File: config.mk
export PLATFORM = sky130hd
export DESIGN_NAME = a20_fastgate
export DESIGN_NICKNAME = d
export VERILOG_FILES = /design/src/rtl/a20_fastgate_pkg.sv /design/src/rtl/a20_wr_classify.sv /design/src/rtl/a20_arm_seq.sv /design/src/rtl/a20_gate_latch.sv /design/src/rtl/a20_pin_mux.sv /design/src/rtl/a20_fastgate.sv
export SDC_FILE = /design/constraint.sdc
export NUM_CORES = 1
export LEC_CHECK = 0
export ABC_AREA = 1
export BUFFER_PORTS_ARGS = -buffer_cell sky130_fd_sc_hd__buf_4
export CORE_AREA = 10 10 47 49
export CTS_CLUSTER_SIZE = 25
export DETAILED_ROUTE_END_ITERATION = 12
export DIE_AREA = 0 0 57 59
export PLACE_DENSITY = 0.41
export SETUP_SLACK_MARGIN = 0.05
export SYNTH_ARGS = -nofsm -noshare
export SYNTH_HDL_FRONTEND = slang
export SYNTH_SLANG_ARGS = --single-unit
File: constraint.sdc
create_clock -name clk -period 0.81 [get_ports clk]
set_input_delay 0.081 -clock clk [delete_from_list [all_inputs] [get_ports clk]]
set_output_delay 0.081 -clock clk [all_outputs]
set_load 0.01 [all_outputs]
File: src/rtl/a20_fastgate_pkg.sv
package a20_fastgate_pkg;

  // Decoded host write events for one cycle
  typedef struct packed {
    logic cmd_hit;   // command port, set-gate code
    logic cmd_miss;  // command port, any other code
    logic data_ev;   // data port write
  } wr_evt_t;

  function automatic logic code_match(input logic [7:0] b, input logic [7:0] code);
    return (b == code);
  endfunction

  function automatic logic pick_level(input logic [7:0] b, input int unsigned idx);
    return b[idx];
  endfunction

  function automatic logic stat_view(input logic dir_out, input logic pin);
    return dir_out & pin;
  endfunction

endpackage

File: src/rtl/a20_wr_classify.sv
module a20_wr_classify
  import a20_fastgate_pkg::*;
#(
  parameter int DW = 8,
  parameter int CHW = 2,
  parameter int GATE_CH = 1,
  parameter logic [DW-1:0] GATE_CMD = 8'hD1
) (
  input  logic           wr_stb,
  input  logic [CHW-1:0] wr_chan,
  input  logic           cmd_sel,
  input  logic [DW-1:0]  wr_data,
  input  logic           fast_en,
  output wr_evt_t        evt
);
  localparam logic [CHW-1:0] CH_ID = CHW'(GATE_CH);

  logic ours;
  logic is_code;

  always_comb begin
    ours    = wr_stb && fast_en && (wr_chan == CH_ID);
    is_code = code_match(wr_data, GATE_CMD);
    evt.cmd_hit  = ours && cmd_sel && is_code;
    evt.cmd_miss = ours && cmd_sel && !is_code;
    evt.data_ev  = ours && !cmd_sel;
  end
endmodule

File: src/rtl/a20_arm_seq.sv
module a20_arm_seq
  import a20_fastgate_pkg::*;
(
  input  logic    clk,
  input  logic    rst_n,
  input  logic    fast_en,
  input  wr_evt_t evt,
  output logic    armed_q,
  output logic    load_ev
);
  logic armed_n;

  always_comb begin
    armed_n = armed_q;
    if (!fast_en)                       armed_n = 1'b0;
    else if (evt.cmd_hit)               armed_n = 1'b1;
    else if (evt.cmd_miss || evt.data_ev) armed_n = 1'b0;
    load_ev = evt.data_ev && armed_q;
  end

  always_ff @(posedge clk) begin
    if (!rst_n) armed_q <= 1'b0;
    else        armed_q <= armed_n;
  end
endmodule

File: src/rtl/a20_gate_latch.sv
module a20_gate_latch
  import a20_fastgate_pkg::*;
#(
  parameter int DW = 8,
  parameter int GATE_BIT = 1,
  parameter logic RST_LVL = 1'b1
) (
  input  logic          clk,
  input  logic          rst_n,
  input  logic          load_ev,
  input  logic [DW-1:0] wr_data,
  output logic          lvl_q
);
  always_ff @(posedge clk) begin
    if (!rst_n)       lvl_q <= RST_LVL;
    else if (load_ev) lvl_q <= pick_level(wr_data, GATE_BIT);
  end
endmodule

File: src/rtl/a20_pin_mux.sv
module a20_pin_mux
  import a20_fastgate_pkg::*;
(
  input  logic fast_en,
  input  logic dir_out,
  input  logic lvl,
  input  logic gp_level,
  output logic pin,
  output logic oe,
  output logic stat
);
  always_comb begin
    pin  = fast_en ? lvl : gp_level;
    oe   = dir_out;
    stat = stat_view(dir_out, pin);
  end
endmodule

File: src/rtl/a20_fastgate.sv
module a20_fastgate
  import a20_fastgate_pkg::*;
#(
  parameter int DW = 8,
  parameter int CHW = 2,
  parameter int GATE_CH = 1,
  parameter logic [DW-1:0] GATE_CMD = 8'hD1,
  parameter int GATE_BIT = 1,
  parameter logic RST_LVL = 1'b1
) (
  input  logic           clk,
  input  logic           rst_n,
  input  logic           hst_wr_i,
  input  logic [CHW-1:0] hst_chan_i,
  input  logic           hst_cmd_i,
  input  logic [DW-1:0]  hst_data_i,
  input  logic           fast_en_i,
  input  logic           pin_dir_i,
  input  logic           gp_level_i,
  output logic           a20_pin_o,
  output logic           a20_oe_o,
  output logic           a20_stat_o
);
  wr_evt_t evt;
  logic    armed_q;
  logic    load_ev;
  logic    lvl_q;

  a20_wr_classify #(
    .DW(DW), .CHW(CHW), .GATE_CH(GATE_CH), .GATE_CMD(GATE_CMD)
  ) u_classify (
    .wr_stb(hst_wr_i), .wr_chan(hst_chan_i), .cmd_sel(hst_cmd_i),
    .wr_data(hst_data_i), .fast_en(fast_en_i), .evt(evt)
  );

  a20_arm_seq u_seq (
    .clk(clk), .rst_n(rst_n), .fast_en(fast_en_i), .evt(evt),
    .armed_q(armed_q), .load_ev(load_ev)
  );

  a20_gate_latch #(
    .DW(DW), .GATE_BIT(GATE_BIT), .RST_LVL(RST_LVL)
  ) u_latch (
    .clk(clk), .rst_n(rst_n), .load_ev(load_ev),
    .wr_data(hst_data_i), .lvl_q(lvl_q)
  );

  a20_pin_mux u_mux (
    .fast_en(fast_en_i), .dir_out(pin_dir_i), .lvl(lvl_q),
    .gp_level(gp_level_i), .pin(a20_pin_o), .oe(a20_oe_o), .stat(a20_stat_o)
  );
endmodule

==> run metrics, run 1 <==
Crit path required time 0.73 ns; Commonest cells post-synth 11 x nand2_1, 4 x inv_1, 3 x nand3_1, 3 x nor2_2; Critical Path Start Type flop; sw frac 0.219; dominant cells by area after synthesis nand2_1 23%, dfxtp_1 23%, nor2_2 11%; layout cell share with drive strength beyond 1 0.654; final worst path period share 1.13; Synth-to-Final Area Change 111%; CTS tree built; hold_sp rst_n; CTS buffer count 3; FF+latch count, synth 2; Worst-Skew Late Latency 0.22 ns; DPL Wire Length 561 µm; largest net degree at the start of global routing 4; RSZ-0062 raised after global routing true; Port Buffer Count 19; Mapped Area 178 µm²; achievable frequency 1090 MHz; CP cell instances nand2_2, a21boi_2, buf_4; Power Total 430 µW; Reg-to-Reg Start u_seq.armed_q; gr usage total 0.0437; antenna violations before repair 0; total wire length 643 µm; Die X 57 µm; IO Pins 20; syn_nets 48; clk_skew 0.00231 ns; cell-internal power 336 µW; clk slew on worst S/H paths 0.03 ns; slowest stage cell, crit path dfxtp_2; Logic pwr share 0.267; Final WS setup -0.106 ns; crit-path max FO 2; DRT iter0 DRCs 1; Seq pwr share 0.231; gp weighted congestion 0.641; grt ovf 0; largest family of logic cells by synthesized area simple AND/OR/NAND/NOR gates; endpoint class of the critical path output port; Starting Density 0.127; Synth Area in Compound Gates 0.0915; drt first pass iters 2; Synth Area in Simple Gates 0.535; number of global-route vias before repair 276; worst ir drop on vdd 0.000334 V; ys async rst share 0; Vias/cell 3.68; CP Class flop to output port; Setup Viol. Count Final 2; Seq/Total Area, Yosys 0.225; H-tree levels 1; family with the most delay on the worst path flip-flops; n_diodes 0; multiplexer share of the synthesized area 0; Hold Crit Class primary input to flop; violated checks negative setup slack; Worst R2R Setup Slack 0.07 ns; CTS Sinks 2; outcome complete, but fails checks; PD cells 1150 mW/mm²; Final Hold Vio Count 0; cell with the most instances after synthesis nand2_1; Buf+Inv Stages, Crit Path 1; CP max stage delay 0.32 ns; Rows 14; Die Y 59 µm; clock period minus final worst setup slack 0.916 ns; P_leak 0.194 nW; Max clock buf depth 2; # nets final 71; reg2reg end u_latch.lvl_q; Final ANT Viol Nets 0; Worst Tran Pin Value 0.0892 ns; Max Transition Viols Final 0; Syn Area/Cell 5.73 µm²; Worst Hold End u_latch.lvl_q; Mapped Cells 31; Rel. slew slack 0.940; hold depth 2; Vias 250; CTS Root Cell clkbuf_4; Post-Synth XOR/XNOR Area 0; post-synthesis adder-cell area fraction 0; Post-synth EDFFs 0; core area 0.00140 mm²; WL/cell 9.46 µm; first-pass GRT wire length 1130 µm; setup_tns -0.168 ns; Distinct cells, synth 12; Synth area leader nand2_1; arrival time worst endpoint 0.84 ns; FF-to-FF path depth 5; Ys Warns 0; Die ar. 0.00336 mm²; max cap viols 0; DRC violations left 0; Most used DFF post-synth dfxtp_1; Psw 94.1 µW; post-synth top area share 0.232; Clock power frac 0.503
==> cells by family (layout without fill, tap and decap cells) <==
family          Yosys count  in the layout
compound gates            2              2
buf+inv                   6             27
flops                     2              2
simple gates             21             21
==> routing by layer <==
layer | GRT usage | wire, µm
met1 | 0.0453 | 251
met2 | 0.0543 | 273
met3 | 0.0343 | 118
met4 | 0.0403 | 0
met5 | 0 | 0
==> cell type report <==
type,count,area [µm²]
flip-flops and latches,2,42.5
multi-input cells,23,125
clock buffers,3,22.5
well taps,16,20.0
repair buffers,19,146
fillers,174,1030
inverters,5,18.8
==> power by group through the flow <==
stage	clock (mW)	sequential, mW	combinational, mW
after floorplan	0	0.101	0.0332
after global placement	0	0.101	0.109
after detailed placement	0	0.101	0.109
after CTS	0.234	0.0992	0.113
after global routing	0.245	0.0991	0.129
final	0.216	0.0992	0.115
==> per-stage QoR <==
step | std cells | setup slack [ns] | area (µm²) | utilization | hold WS (ns)
2_1_floorplan | 31 | 0.0658 | 178 | - | 0.165
3_3_place_gp | 65 | 0.0282 | 333 | 0.238 | 0.291
3_5_place_dp | 65 | 0.0309 | 333 | 0.238 | 0.303
4_1_cts | 68 | -0.135 | 363 | 0.259 | 0.0533
5_1_grt | 68 | -0.182 | 375 | 0.268 | 0.0663
6_report | 68 | -0.106 | 375 | 0.268 | 0.0627
==> worst max-delay path by stage <==
stage | to | startpoint | cells past startpoint
floorplan | a20_stat_o | u_latch.lvl_q | 2
global placement | u_seq.armed_q | hst_data_i[1] | 5
detailed placement | u_seq.armed_q | hst_data_i[1] | 5
CTS | a20_stat_o | u_latch.lvl_q | 3
global route | a20_stat_o | u_latch.lvl_q | 3
finish | a20_stat_o | u_latch.lvl_q | 3
==> flip-flops by register name, indices dropped and copies added, names as in the netlist <==
register,flops
u_latch.lvl_q,1
u_seq.armed_q,1
==> what timing repair did <==
action	4_1_cts	5_1_grt
pin swaps	2	3
hold buffers	0	0
hold endpoints to repair	0	0
gates cloned	0	0
endpoints found under the setup margin	2	3
setup buffers	0	0
gates resized for setup	4	5
==> placed cells by master (no fill, tap or decap), drive strengths merged <==
cell type,Yosys,final
a21oi,1,1
or2,1,1
nor2,5,5
nand2,12,12
dfxtp,2,2
clkbuf,0,3
inv,5,5
buf,1,19
nand3,3,3
a21boi,1,1
Power figures use the tool's default switching activity.
==> inputs of run 2 (changes only) <==
Settings changed: SKIP_CTS_REPAIR_TIMING from default to 1.
==> run metrics, run 2 (synthesized netlist as in run 1, its figures left out) <==
outcome complete, but fails checks; violated checks negative setup slack; Hold WS 0.0628 ns (+0.000127 ns); Vias/cell 3.63 (-1.2%); antenna violations before repair 0 (unchanged); DRT iter0 DRCs 1 (unchanged); endpoint class of the critical path output port; P_leak 0.194 nW (about the same); FF-to-FF path depth 5 (unchanged); gr usage total 0.0433 (-0.000433); max cap viols 0 (unchanged); first-pass GRT wire length 1120 µm (-1.2%); reg2reg end u_latch.lvl_q; Worst Tran Pin Value 0.0892 ns (unchanged); # nets final 71 (unchanged); Psw 94.5 µW (+0.42%); sw frac 0.219 (+0.000509); most frequent cells in the layout 18 x buf_4, 10 x nand2_1; n_diodes 0 (unchanged); most common cell after layout, fill and taps aside buf_4; drt first pass iters 2 (unchanged); DPL Wire Length 561 µm (unchanged); Port Buffer Count 19 (unchanged); Max Transition Viols Final 0 (unchanged); layout cell share with drive strength beyond 1 0.654 (unchanged); clk slew on worst S/H paths 0.03 ns (about the same); gp weighted congestion 0.641 (unchanged); cell-internal power 336 µW (+0.12%); Die Y 59 µm (unchanged); IO Pins 20 (unchanged); number of global-route vias before repair 272 (-1.4%); Synth-to-Final Area Change 111% (unchanged); Die X 57 µm (unchanged); achievable frequency 1100 MHz (+0.99%); CTS Root Cell clkbuf_4; Starting Density 0.127 (unchanged); Power Total 431 µW (+0.19%); Worst-Skew Late Latency 0.22 ns (about the same); CTS buffer count 3 (unchanged); CP Class flop to output port; PD cells 1150 mW/mm² (+0.19%); Worst Hold End u_latch.lvl_q; Setup Viol. Count Final 2 (unchanged); biggest regs u_latch.lvl_q x1, u_seq.armed_q x1; Worst R2R Setup Slack 0.07 ns (about the same); final worst path period share 1.12 (-0.0111); CTS tree built; H-tree levels 1 (unchanged); Logic pwr share 0.267 (about the same); Final ANT Viol Nets 0 (unchanged); Final Hold Vio Count 0 (unchanged); clk_skew 0.00241 ns (+0.000103 ns); clock period minus final worst setup slack 0.907 ns (-0.00897 ns); RSZ-0062 raised after global routing true; Die ar. 0.00336 mm² (unchanged); Final WS setup -0.0974 ns (+0.00897 ns); arrival time worst endpoint 0.83 ns (about the same); Crit path required time 0.73 ns (about the same); Seq pwr share 0.230 (about the same); worst ir drop on vdd 0.000334 V (about the same); crit-path max FO 2 (unchanged); Critical Path Start Type flop; hold_sp rst_n; core area 0.00140 mm² (unchanged); total wire length 651 µm (+1.2%); CTS Sinks 2 (unchanged); Clock power frac 0.502 (about the same); WL/cell 9.57 µm (+1.2%); hold depth 2 (unchanged); Place WS 0.0309 ns (unchanged); DRC violations left 0 (unchanged); Max clock buf depth 2 (unchanged); grt ovf 0 (unchanged); Rel. slew slack 0.940 (unchanged); Reg-to-Reg Start u_seq.armed_q; largest net degree at the start of global routing 4 (unchanged); Rows 14 (unchanged); Vias 247 (-1.2%); Hold Crit Class primary input to flop
[run 2: routing by layer]
metal / wire (µm) / global-route usage / vias up
met1: 263 / 0.0441 / 97
met4: 0 / 0.0403 / 0
met3: 118 / 0.0343 / 0
met2: 269 / 0.0543 / 16
li1: - / - / 134
met5: 0 / 0 / -
[run 2: how the worst max path moves through the flow]
stage | start | to | slack [ns] | cells after the start
5_1_grt | u_latch.lvl_q | a20_stat_o | -0.18 | 3
3_5_place_dp | hst_data_i[1] | u_seq.armed_q | 0.03 | 5
3_3_place_gp | hst_data_i[1] | u_seq.armed_q | 0.03 | 5
2_1_floorplan | u_latch.lvl_q | a20_stat_o | 0.07 | 2
6_report | u_latch.lvl_q | a20_stat_o | -0.1 | 3
4_1_cts | u_latch.lvl_q | a20_stat_o | -0.21 | 3
[run 2: worst max-delay path: stages, from the launching register on]
cell      delay, ns
dfxtp_2        0.32
nand2_2        0.06
a21boi_2       0.10
buf_4          0.12
[run 2: power by group through the flow]
stage / Sequential, mW / Clock [mW] / Combinational, mW
floorplan: 0.101 / 0 / 0.0332
global placement: 0.101 / 0 / 0.109
detailed placement: 0.101 / 0 / 0.109
CTS: 0.0993 / 0.234 / 0.109
global route: 0.0991 / 0.245 / 0.129
finish: 0.0992 / 0.216 / 0.115
[run 2: layout make-up]
class,count,area [µm²]
fillers,174,1030
well taps,16,20.0
flip-flops and latches,2,42.5
multi-input cells,23,125
inverters,5,18.8
repair buffers,19,146
clock buffers,3,22.5
[run 2: stage by stage]
stage | setup TNS [ns] | cells | utilization | area [µm²]
global route | -0.282 | 68 | 0.268 | 375
detailed placement | 0 | 65 | 0.238 | 333
finish | -0.148 | 68 | 0.268 | 375
global placement | 0 | 65 | 0.238 | 333
floorplan | 0 | 31 | - | 178
CTS | -0.287 | 68 | 0.254 | 355
==> inputs of run 3 (changes only) <==
--- a/config.mk
+++ b/config.mk
@@ -8,9 +8,11 @@
 export ABC_AREA = 1
 export BUFFER_PORTS_ARGS = -buffer_cell sky130_fd_sc_hd__buf_4
+export CELL_PAD_IN_SITES_DETAIL_PLACEMENT = 0
+export CELL_PAD_IN_SITES_GLOBAL_PLACEMENT = 1
 export CORE_AREA = 10 10 47 49
 export CTS_CLUSTER_SIZE = 25
 export DETAILED_ROUTE_END_ITERATION = 12
 export DIE_AREA = 0 0 57 59
-export PLACE_DENSITY = 0.41
+export PLACE_DENSITY = 0.6
 export SETUP_SLACK_MARGIN = 0.05
 export SKIP_CTS_REPAIR_TIMING = 1
==> constraint.sdc (replaced) <==
create_clock -name clk -period 0.81 [get_ports clk]
set_input_delay 0.1215 -clock clk [delete_from_list [all_inputs] [get_ports clk]]
set_output_delay 0.1215 -clock clk [all_outputs]
set_load 0.01 [all_outputs]
==> run metrics, run 3 (synthesized netlist as in run 1, its figures left out) <==
Max clock buf depth 2 (unchanged); Critical Path Start Type flop; Rows 14 (unchanged); Die ar. 0.00336 mm² (unchanged); Final Hold Vio Count 0 (unchanged); final worst path period share 1.18 (+0.0559); Reg-to-Reg Start u_seq.armed_q; Rel. slew slack 0.940 (about the same); PD cells 1160 mW/mm² (+1.3%); RSZ-0062 raised after global routing true; # nets final 71 (unchanged); Final Cell Area 370 µm² (-1.3%); largest net degree at the start of global routing 4 (unchanged); outcome complete, but fails checks; DRT iter0 DRCs 1 (unchanged); FF-to-FF path depth 5 (unchanged); Critical path origin u_latch.lvl_q; P_leak 0.194 nW (+0.25%); number of global-route vias before repair 281 (+3.3%); Worst Hold End u_latch.lvl_q; placed insts 65 (unchanged); hold depth 2 (unchanged); IO Pins 20 (unchanged); Worst path depth 3 (unchanged); H-tree levels 1 (unchanged); CTS Sinks 2 (unchanged); Die X 57 µm (unchanged); Die Y 59 µm (unchanged); CTS buffer count 3 (unchanged); clock period minus final worst setup slack 0.953 ns (+0.0453 ns); layout cell share with drive strength beyond 1 0.654 (unchanged); Worst Tran Pin Value 0.0895 ns (+0.000221 ns); family with the most delay on the worst path flip-flops; grt ovf 0 (unchanged); hold_sp rst_n; max cap viols 0 (unchanged); reg2reg end u_latch.lvl_q; Crit path required time 0.69 ns (-0.04 ns); CTS Root Cell clkbuf_4; CP max stage delay 0.32 ns (about the same); Place WS 0.00646 ns (-0.0244 ns); Worst-Skew Late Latency 0.22 ns (about the same); Buf+Inv Stages, Crit Path 1 (unchanged); first-pass GRT wire length 1070 µm (-4.3%); core area 0.00140 mm² (unchanged); n_diodes 0 (unchanged); clk slew on worst S/H paths 0.03 ns (about the same); drt first pass iters 2 (unchanged); Setup Viol. Count Final 2 (unchanged); Port Buffer Count 19 (unchanged); Starting Density 0.127 (unchanged); Max Transition Viols Final 0 (unchanged); Synth-to-Final Area Change 108%; Worst R2R Setup Slack 0.09 ns (+0.02 ns); gr usage total 0.0411 (-0.00220); slowest stage cell, crit path dfxtp_2; arrival time worst endpoint 0.83 ns (about the same); worst ir drop on vdd 0.000578 V (+73%); achievable frequency 1050 MHz (-4.8%); setup_tns -0.231 ns (-0.0825 ns); post-route insts no fill 68 (unchanged); # fillers 169 (-2.9%); antenna violations before repair 0 (unchanged); endpoint class of the critical path output port; gp weighted congestion 0.647 (+0.95%); CP Class flop to output port; biggest regs u_latch.lvl_q x1, u_seq.armed_q x1; Vias 259 (+4.9%); Area after DPL 333 µm² (unchanged); DRC violations left 0 (unchanged); Final WS setup -0.143 ns (-0.0453 ns); CP cell instances nand2_2, a21boi_2, buf_4; CTS tree built; violated checks negative setup slack; total wire length 634 µm (-2.6%); most common cell after layout, fill and taps aside buf_4; clk_skew 0.00141 ns (-0.00101 ns); Final ANT Viol Nets 0 (unchanged); WL/cell 9.32 µm (-2.6%); Hold Crit Class primary input to flop; most frequent cells in the layout 18 x buf_4, 10 x nand2_1, 4 x nor2_2; crit-path max FO 2 (unchanged); Vias/cell 3.81 (+4.9%)
-- run 3: worst max-delay path by stage --
stage,endpoint,slack [ns]
after floorplan,a20_stat_o,0.10
after global placement,u_seq.armed_q,-0.006
after detailed placement,u_seq.armed_q,0.006
after CTS,a20_stat_o,-0.22
after global routing,a20_stat_o,-0.22
final,a20_stat_o,-0.14
-- run 3: where the power goes --
part | switching, mW | internal, mW
Combinational | 0.0400 | 0.0738
Clock | 0.0544 | 0.163
Sequential | 0.00000213 | 0.0992
Total | 0.0944 | 0.336
-- run 3: final cells by class --
cell class	instances	area, µm²	share of cell area
timing repair buffer	19	146	0.395
multi-input combinational	23	120	0.324
sequential	2	42.5	0.115
clock buffer	3	22.5	0.0608
tap	16	20.0	0.0541
inverter	5	18.8	0.0507
-- run 3: worst reg2reg max path, stage by stage, from the launching register on --
cell     delay [ns]
dfxtp_2        0.32
inv_2          0.03
nor2_2         0.08
nand2_1        0.06
nand2_1        0.05
nand3_1        0.06
-- run 3: routing by layer --
metal / GRT usage / wire length (µm)
met1: 0.0404 / 285
met2: 0.0589 / 268
met3: 0.0236 / 80
met4: 0.0403 / 0
met5: 0 / 0
-- run 3: through the flow --
stage          power [mW]  hold WS [ns]  utilization
4_1_cts             0.445         0.107        0.254
5_1_grt             0.476         0.119        0.264
3_3_place_gp        0.210         0.330        0.238
3_5_place_dp        0.211         0.348        0.238
6_report            0.431         0.104        0.264
2_1_floorplan       0.134         0.206            -
